## config.mk

```make
export PLATFORM = sky130hd
export DESIGN_NAME = refresh_pacer
export DESIGN_NICKNAME = d
export VERILOG_FILES = /design/src/rtl/refresh_pacer_pkg.sv /design/src/rtl/rp_cfg_regs.sv /design/src/rtl/rp_count_engine.sv /design/src/rtl/rp_req_tracker.sv /design/src/rtl/refresh_pacer.sv
export SDC_FILE = /design/constraint.sdc
export NUM_CORES = 1
export LEC_CHECK = 0
export BUFFER_PORTS_ARGS = -buffer_cell sky130_fd_sc_hd__buf_4
export CAP_MARGIN = 40
export CORE_UTILIZATION = 38
export DETAILED_ROUTE_END_ITERATION = 10
export GPL_TIMING_DRIVEN = 0
export SLEW_MARGIN = 0
export SYNTH_ARGS = -nofsm -noshare
export SYNTH_HDL_FRONTEND = slang
export SYNTH_SLANG_ARGS = --single-unit
```

## constraint.sdc

```tcl
create_clock -name clk -period 4.6 [get_ports clk]
set_input_delay 0.23 -clock clk [delete_from_list [all_inputs] [get_ports clk]]
set_output_delay 0.23 -clock clk [all_outputs]
set_load 0.01 [all_outputs]
```

## src/rtl/refresh_pacer_pkg.sv

```systemverilog
package refresh_pacer_pkg;

  typedef enum logic {
    CNT_DOWN = 1'b0,
    CNT_UP   = 1'b1
  } cnt_mode_e;

  // Cycles between row refreshes: whole retention window spread over all rows
  function automatic longint unsigned row_period(input longint unsigned clk_hz,
                                                 input longint unsigned window_ms,
                                                 input longint unsigned rows);
    return ((clk_hz / 1000) * window_ms) / rows;
  endfunction

endpackage

```

## src/rtl/rp_cfg_regs.sv

```systemverilog
module rp_cfg_regs
  import refresh_pacer_pkg::*;
#(
  parameter int unsigned IVL_W   = 32,
  parameter logic [IVL_W-1:0] DEF_IVL = '0
) (
  input  logic             clk,
  input  logic             rst_n,
  input  logic             wr_en,
  input  cnt_mode_e        wr_mode,
  input  logic [IVL_W-1:0] wr_ivl,
  output logic [IVL_W-1:0] ivl_q,
  output cnt_mode_e        mode_q
);

  logic [IVL_W-1:0] ivl_d;
  cnt_mode_e        mode_d;
  logic             cfg_en;

  always_comb begin
    cfg_en = wr_en;
    ivl_d  = wr_ivl;
    mode_d = wr_mode;
  end

  always_ff @(posedge clk or negedge rst_n) begin
    if (!rst_n) begin
      ivl_q  <= DEF_IVL;
      mode_q <= CNT_DOWN;
    end else if (cfg_en) begin
      ivl_q  <= ivl_d;
      mode_q <= mode_d;
    end
  end

endmodule

```

## src/rtl/rp_count_engine.sv

```systemverilog
module rp_count_engine
  import refresh_pacer_pkg::*;
#(
  parameter int unsigned IVL_W   = 32,
  parameter logic [IVL_W-1:0] DEF_IVL = '0
) (
  input  logic             clk,
  input  logic             rst_n,
  input  logic             wr_en,
  input  cnt_mode_e        wr_mode,
  input  logic [IVL_W-1:0] wr_ivl,
  input  logic [IVL_W-1:0] ivl_q,
  input  cnt_mode_e        mode_q,
  output logic             expire,
  output logic [IVL_W-1:0] cnt_q
);

  localparam logic [IVL_W-1:0] ONE     = IVL_W'(1);
  localparam logic [IVL_W-1:0] CNT_RST = (DEF_IVL == '0) ? '0 : DEF_IVL - ONE;

  logic [IVL_W-1:0] cnt_d;
  logic [IVL_W-1:0] last_q;
  logic             live;
  logic             cnt_en;

  assign last_q = ivl_q - ONE;
  assign live   = (ivl_q != '0);

  always_comb begin
    cnt_d  = cnt_q;
    expire = 1'b0;
    cnt_en = wr_en | live;
    if (wr_en) begin
      if (wr_mode == CNT_UP || wr_ivl == '0) cnt_d = '0;
      else                                   cnt_d = wr_ivl - ONE;
    end else if (live) begin
      if (mode_q == CNT_DOWN) begin
        if (cnt_q == '0) begin
          expire = 1'b1;
          cnt_d  = last_q;
        end else begin
          cnt_d  = cnt_q - ONE;
        end
      end else begin
        if (cnt_q >= last_q) begin
          expire = 1'b1;
          cnt_d  = '0;
        end else begin
          cnt_d  = cnt_q + ONE;
        end
      end
    end
  end

  always_ff @(posedge clk or negedge rst_n) begin
    if (!rst_n)      cnt_q <= CNT_RST;
    else if (cnt_en) cnt_q <= cnt_d;
  end

endmodule

```

## src/rtl/rp_req_tracker.sv

```systemverilog
module rp_req_tracker #(
  parameter int unsigned MISS_W = 16
) (
  input  logic              clk,
  input  logic              rst_n,
  input  logic              issue,
  input  logic              ack,
  output logic              strobe_q,
  output logic              pending_q,
  output logic [MISS_W-1:0] missed_q
);

  logic              hold;
  logic              strobe_d;
  logic              pending_d;
  logic              miss_en;
  logic [MISS_W-1:0] missed_d;

  always_comb begin
    hold      = pending_q & ~ack;
    strobe_d  = issue & ~hold;
    pending_d = issue | hold;
    miss_en   = issue & hold & (missed_q != '1);
    missed_d  = missed_q + MISS_W'(1);
  end

  always_ff @(posedge clk or negedge rst_n) begin
    if (!rst_n) begin
      strobe_q  <= 1'b0;
      pending_q <= 1'b0;
    end else begin
      strobe_q  <= strobe_d;
      pending_q <= pending_d;
    end
  end

  always_ff @(posedge clk or negedge rst_n) begin
    if (!rst_n)       missed_q <= '0;
    else if (miss_en) missed_q <= missed_d;
  end

endmodule

```

## src/rtl/refresh_pacer.sv

```systemverilog
module refresh_pacer
  import refresh_pacer_pkg::*;
#(
  parameter int unsigned IVL_W     = 32,
  parameter int unsigned MISS_W    = 16,
  parameter longint unsigned CLK_HZ    = 50_000_000,
  parameter longint unsigned WINDOW_MS = 64,
  parameter longint unsigned ROWS      = 4096
) (
  input  logic              clk,
  input  logic              rst_n,
  input  logic              cfg_we,
  input  logic              cfg_mode,
  input  logic [IVL_W-1:0]  cfg_interval,
  input  logic              ref_ack,
  output logic              ref_strobe,
  output logic              ref_pending,
  output logic [MISS_W-1:0] missed_cnt
);

  localparam logic [IVL_W-1:0] DEF_IVL = IVL_W'(row_period(CLK_HZ, WINDOW_MS, ROWS));

  cnt_mode_e        wr_mode;
  logic [IVL_W-1:0] ivl_q;
  cnt_mode_e        mode_q;
  logic [IVL_W-1:0] cnt_q;
  logic             expire;
  logic             issue;

  assign wr_mode = cnt_mode_e'(cfg_mode);
  assign issue   = (cfg_we && cfg_interval != '0) || expire;

  rp_cfg_regs #(.IVL_W(IVL_W), .DEF_IVL(DEF_IVL)) u_cfg (
    .clk     (clk),
    .rst_n   (rst_n),
    .wr_en   (cfg_we),
    .wr_mode (wr_mode),
    .wr_ivl  (cfg_interval),
    .ivl_q   (ivl_q),
    .mode_q  (mode_q)
  );

  rp_count_engine #(.IVL_W(IVL_W), .DEF_IVL(DEF_IVL)) u_cnt (
    .clk     (clk),
    .rst_n   (rst_n),
    .wr_en   (cfg_we),
    .wr_mode (wr_mode),
    .wr_ivl  (cfg_interval),
    .ivl_q   (ivl_q),
    .mode_q  (mode_q),
    .expire  (expire),
    .cnt_q   (cnt_q)
  );

  rp_req_tracker #(.MISS_W(MISS_W)) u_req (
    .clk       (clk),
    .rst_n     (rst_n),
    .issue     (issue),
    .ack       (ref_ack),
    .strobe_q  (ref_strobe),
    .pending_q (ref_pending),
    .missed_q  (missed_cnt)
  );

endmodule

```

Word level (Yosys, flattened, before mapping)
Index checks and enable logic that the tools add are counted.
{"block": "word_totals", "mem_bits_rw": 0, "memories": 0, "wordCells": 41, "input_bits": 37, "romBits": 0, "reg_bits": 83, "latchBits": 0, "output_inout_bits": 18}
{"block": "classes", "addsub": 5, "mux": 11, "eq_ne": 1, "n_div": 0, "mul": 0, "n_lt_le_gt_ge": 1, "shift": 0, "reduce_logical": 9, "n_bitwise": 8}
{"cell": "32-bit 2-to-1 mux", "n": 6}
{"cell": "32-bit by 1-bit subtractor with 32-bit output (second input constant)", "n": 3}
{"cell": "32-bit logical NOT", "n": 2}
{"cell": "32-bit nonzero test", "n": 2}
{"cell": "32-bit by 1-bit adder with 32-bit output (second input constant)", "n": 1}
{"cell": "32-bit >= comparator", "n": 1}
{"cell": "16-bit by 1-bit adder with 16-bit output (second input constant)", "n": 1}
{"cell": "16-bit inequality test (second input constant)", "n": 1}
{"cell": "1-bit 2-to-1 mux", "n": 5}
{"cell": "1-bit bitwise AND", "n": 4}
{"cell": "1-bit logical OR", "n": 2}
{"cell": "1-bit inverter", "n": 2}
{"cell": "1-bit OR", "n": 2}
{"cell": "2-bit AND reduction", "n": 1}
{"cell": "2-bit nonzero test", "n": 1}
{"cell": "1-bit logical AND", "n": 1}

Logic depth before layout (Yosys ltp)
{"block": "logic_depth", "depth_word": 9, "ltp_mapped": 17, "mapped_depth_nobuf": 15}

By module
From an unflattened synthesis, not the netlist that was laid out.
{"block": "hier_totals", "hier_cells": 882, "hier_area_um2": 7686.1}
{"module": "rp_count_engine", "instances": 1, "area_per_inst_um2": 5340.1, "cells_per_inst": 722, "seq_area_each_um2": 805.8}
{"module": "rp_cfg_regs", "instances": 1, "area_per_inst_um2": 1387.6, "cells_per_inst": 70, "seq_area_each_um2": 832.0}
{"module": "rp_req_tracker", "instances": 1, "area_per_inst_um2": 878.3, "cells_per_inst": 78, "seq_area_each_um2": 450.4}
{"module": "refresh_pacer", "instances": 1, "area_per_inst_um2": 80.1, "cells_per_inst": 12, "seq_area_each_um2": 0.0}

Worst setup path before layout
Ideal clock, no wire load.
{"block": "synth_path", "kind": "register -> register", "startpoint": "reg u_cfg.ivl_q[18]", "endpoint": "reg u_req.missed_q[12]", "arrival_ns": 4.594, "synth_period_minus_slack_ns": 4.718, "slack_ns": -0.118, "path_buffers": 0, "setup_time_ns": 0.125, "required_time_ns": 4.475, "path_stages_with_launch": 14, "cell_sequence": "dfrtp_1 or4_4 or4_4 or4_4 nor4_1 xnor2_1 ha_1 nand4_1 or4_1 o2111ai_1 nor2_1 o41a_1 nor4_2 mux2_2"}
{"block": "synth_between", "elab_chain_len": 9, "word_cells_on_any_way": 10, "classes_between": "1 x add/sub; 1 x order compare; 4 x mux; 2 x bitwise; 2 x reduce/logical"}
{"element": "start: declaration", "line_no": "rp_cfg_regs.sv:12", "source": "output logic [IVL_W-1:0] ivl_q,"}
{"element": "start signal: assignment", "line_no": "rp_cfg_regs.sv:31", "source": "ivl_q <= ivl_d;"}
{"element": "32-bit by 1-bit subtractor with 32-bit output", "line_no": "rp_count_engine.sv:26", "source": "assign last_q = ivl_q - ONE;"}
{"element": "32-bit >= comparator", "line_no": "rp_count_engine.sv:45", "source": "if (cnt_q >= last_q) begin"}
{"element": "1-bit 2-to-1 mux", "line_no": "rp_count_engine.sv:45"}
{"element": "1-bit 2-to-1 mux", "line_no": "rp_count_engine.sv:37", "source": "if (mode_q == CNT_DOWN) begin"}
{"element": "1-bit 2-to-1 mux *", "line_no": "rp_count_engine.sv:36", "source": "end else if (live) begin"}
{"element": "1-bit 2-to-1 mux *", "line_no": "rp_count_engine.sv:33", "source": "if (wr_en) begin"}
{"element": "1-bit logical OR *", "line_no": "refresh_pacer.sv:31", "source": "assign issue = (cfg_we && cfg_interval != '0) || expire;"}
{"element": "1-bit bitwise AND * (2 in series)", "line_no": "rp_req_tracker.sv:23", "source": "miss_en = issue & hold & (missed_q != '1);"}
{"element": "end signal: assignment", "line_no": "rp_req_tracker.sv:39", "source": "else if (miss_en) missed_q <= missed_d;"}
{"element": "end: declaration", "line_no": "rp_req_tracker.sv:10", "source": "output logic [MISS_W-1:0] missed_q"}
Mark *: on every way between the ends. The rest lies on a longest branch, timed or not.
A chain may end at the register's enable or synchronous reset.

Final worst setup path
{"block": "layout_path", "startpoint": "reg u_cfg.ivl_q[19]", "endpoint": "reg u_req.missed_q[12]"}
The elaborated chain is that of the path after synthesis.

==> summary.txt <==
Main synth FF type -> dfrtp_1
P_leak -> 3.737 nW
FFs w/ async S/R, synth -> 100.0%
#FFs+latches synth -> 83
Via count -> 7586
Area delta synth->final -> 25.43%
Failing checks -> negative setup slack
Initial antenna violation count -> 0
# DRC -> 0
Final setup margin -> -0.2606 ns
Cell family with most CP delay -> simple AND/OR/NAND/NOR gates
I/O Buffers -> 54
Most used standard cell by instance count after synthesis -> nor2_1
Syn_nets -> 962
DRT Pass-1 Iters -> 5
Worst EP required -> 4.84 ns
Area leader, netlist -> dfrtp_1
CTS tree -> done
Max H-tree Level -> 3
CP peak stage delay -> 0.57 ns
Largest net degree at the start of global routing -> 59
RSZ-0062 raised after global routing -> yes
EDFF count, synth -> 0
# setup viols final -> 44
Crit path kind -> flip-flop to flip-flop
WP data arrival -> 5.10 ns
FP Rows -> 50
Root Driver -> clkbuf_16
Detail-routed via count per cell -> 6.059
Clock Latency Late Sink -> 0.35 ns
Outcome -> complete, but fails checks
Clock Skews -> 0.01129 ns
Filler cell count -> 1857
Part of the Yosys area used for sequential elements -> 28.43%
Hold crit path type -> primary input to flip-flop
Number of DRC markers in iteration 0 -> 785
Total Routing Usage GR -> 27.88%
Final period util -> 105.7%
Setup tns final -> -4.274 ns
Die Width -> 141.0 µm
GPL Wtd Cong -> 0.9481
Initial Util -> 39.00%
Max-slew headroom at the worst pin -> 37.48%
Area share of the largest cell type after synthesis -> 25.21%
Vias in the first global route -> 7240
Critical path endpoint category -> flip-flop
Worst-Margin Slew -> 0.9344 ns
Wire per inst -> 21.91 µm
Peak VDD IR -> 0.2540 mV
CP Buf/Inv Count -> 0
Crit path top cell by count -> or4_4
Core Region -> 0.01883 mm²
Die H -> 141.0 µm
Setup crit start kind -> flip-flop
Post-place setup slack -> -1.101 ns
Detailed Place HPWL -> 19.92 mm
Syn avg cell area -> 8.299 µm²
First-pass GRT wire length -> 41.77 mm
Total gr overflow -> 0
Unique masters post-synth -> 79
NumNets Final -> 1064
Max Cap Violations -> 0
Post-synth top cells -> nor2_1 (94), nand2_1 (84), dfrtp_1 (74)
Slowest library cell on the worst path -> or4_4
Reg clk slew, reported paths -> 0.08 ns
Final core utilization -> 48.92%
Synth warn -> 0
Routed Antenna Nets -> 0
CTS buffer count -> 9
Slew Limit Fails -> 0
Die footprint -> 0.01989 mm²
Final critical-path required period -> 4.861 ns
Synth top area cells -> dfrtp_1 (25%), ha_1 (6.8%), xor2_1 (6.3%)
N_diodes -> 0
Fmax achieved -> 205.7 MHz
Largest fanout on the critical path -> 4
Io pins -> 55
Cell area after synthesis -> 0.007345 mm²
Final cell count without fillers -> 1252
Mapped Cells -> 885
Total chip power -> 2.730 mW
Final wirelength -> 27.43 mm
Final Hold Viols -> 0
Maximum root-to-sink buffer count -> 2
Worst path cell trace -> or4_4, or4_4, or4_4, nor4_4, xnor2_2, ha_1, nand4_1, or4_4, nor2_4, o31a_1, nor2_4, o41a_1, nor4_2, mux2_2
CTS sink cnt -> 83
Pwr dens -> 296.3 mW/mm²
Share of cells above drive strength 1 -> 24.70%
Inst Count DP -> 1203
-- stage by stage --
step	area, µm²	hold slack (ns)
global route	9213	0.1444
finish	9213	0.1268
global placement	8092	0.4844
detailed placement	8139	0.1976
floorplan	7361	-0.06559
CTS	9039	0.1192
-- where the power goes --
group          switching, mW  leakage (nW)  internal (mW)
clock network          0.353         0.141          0.429
registers              0.114          1.02          0.826
logic                  0.579          2.58          0.429
total                   1.05          3.74           1.68
-- what timing repair did --
action	CTS	global route
endpoints found under the setup margin	50	49
hold endpoints to repair	19	0
pin swaps	37	32
hold buffers	1	0
resized for setup	94	40
gates cloned	2	0
buffers inserted	27	7
-- layer usage --
layer  wire length [µm]  track usage (%)  vias to the layer above
met4                968            13.67                        0
met5                  0                0                        -
met1              11590            37.03                     3661
li1                   -                -                     3470
met2              12430            43.73                      384
met3               2443            4.925                       71
-- worst paths after layout --
check	from	slack (ns)	cells past startpoint	endpoint
max	u_cfg.ivl_q[19]	-0.26	14	u_req.missed_q[12]
min	cfg_interval[1]	0.13	3	u_cfg.ivl_q[1]
max reg2reg	u_cfg.ivl_q[19]	-0.26	14	u_req.missed_q[12]
min reg2reg	u_req.missed_q[5]	0.50	1	u_req.missed_q[5]
max in group asynchronous	rst_n	3.55	3	u_cfg.ivl_q[2]
min in group asynchronous	rst_n	0.35	2	u_cnt.cnt_q[26]
-- cell families (layout without fill, tap and decap cells) --
| family | Yosys count | in the layout | share of synthesized area, % |
|---|---|---|---|
| flops | 83 | 83 | 28.43 |
| compound gates | 174 | 174 | 16.00 |
| fa+ha+maj | 40 | 40 | 6.814 |
| buf+inv | 65 | 172 | 3.782 |
| xor+xnor | 96 | 96 | 11.45 |
| mux | 37 | 37 | 5.639 |
| simple gates | 390 | 390 | 27.89 |
-- worst reg2reg max path: stages, from the launching register on --
cell and delay, ns:
dfrtp_1 0.42, or4_4 0.49, or4_4 0.46, or4_4 0.49, nor4_4 0.21, xnor2_2 0.15, ha_1 0.32, nand4_1 0.12
or4_4 0.57, nor2_4 0.16, o31a_1 0.28, nor2_4 0.08, o41a_1 0.48, nor4_2 0.16, mux2_2 0.36
-- flip-flops by register name, indices dropped and copies added, names as in the netlist --
name and flops:
u_cnt.cnt_q 32, u_cfg.ivl_q 32, u_req.strobe_q 1, u_cfg.mode_q 1, u_req.pending_q 1, u_req.missed_q 16
-- layout make-up --
cell class | count | area (µm²) | area share [%]
well taps | 260 | 325.3 | 3.531
plain buffers | 49 | 257.7 | 2.798
flip-flops and latches | 83 | 2088 | 22.67
multi-input cells | 737 | 5399 | 58.60
clock inverters | 6 | 73.82 | 0.8013
repair buffers | 93 | 787.0 | 8.543
inverters | 14 | 52.55 | 0.5704
clock buffers | 10 | 229.0 | 2.485
-- layout by cell type, fill, tap and decap left out, types with 8 or more instances in the layout --
cell,n
or4_4,8
nand4_1,18
nand2_1,84
o21ai_2,8
o31ai_1,8
o21ai_1,13
and3_1,13
a21oi_1,32
clkbuf_16,10
ha_1,40
nor2_4,10
mux2_2,34
a211oi_1,9
o21ai_0,22
xnor2_1,39
nor2_1,81
nor4_1,26
buf_6,13
inv_1,13
nor3_1,42
dfrtp_1,74
clkbuf_1,36
buf_4,77
a21o_1,9
nand3_1,29
xor2_1,52
or3_1,11
dfstp_2,9
or4_1,10
Note: power is estimated with default switching activity, not from simulation.
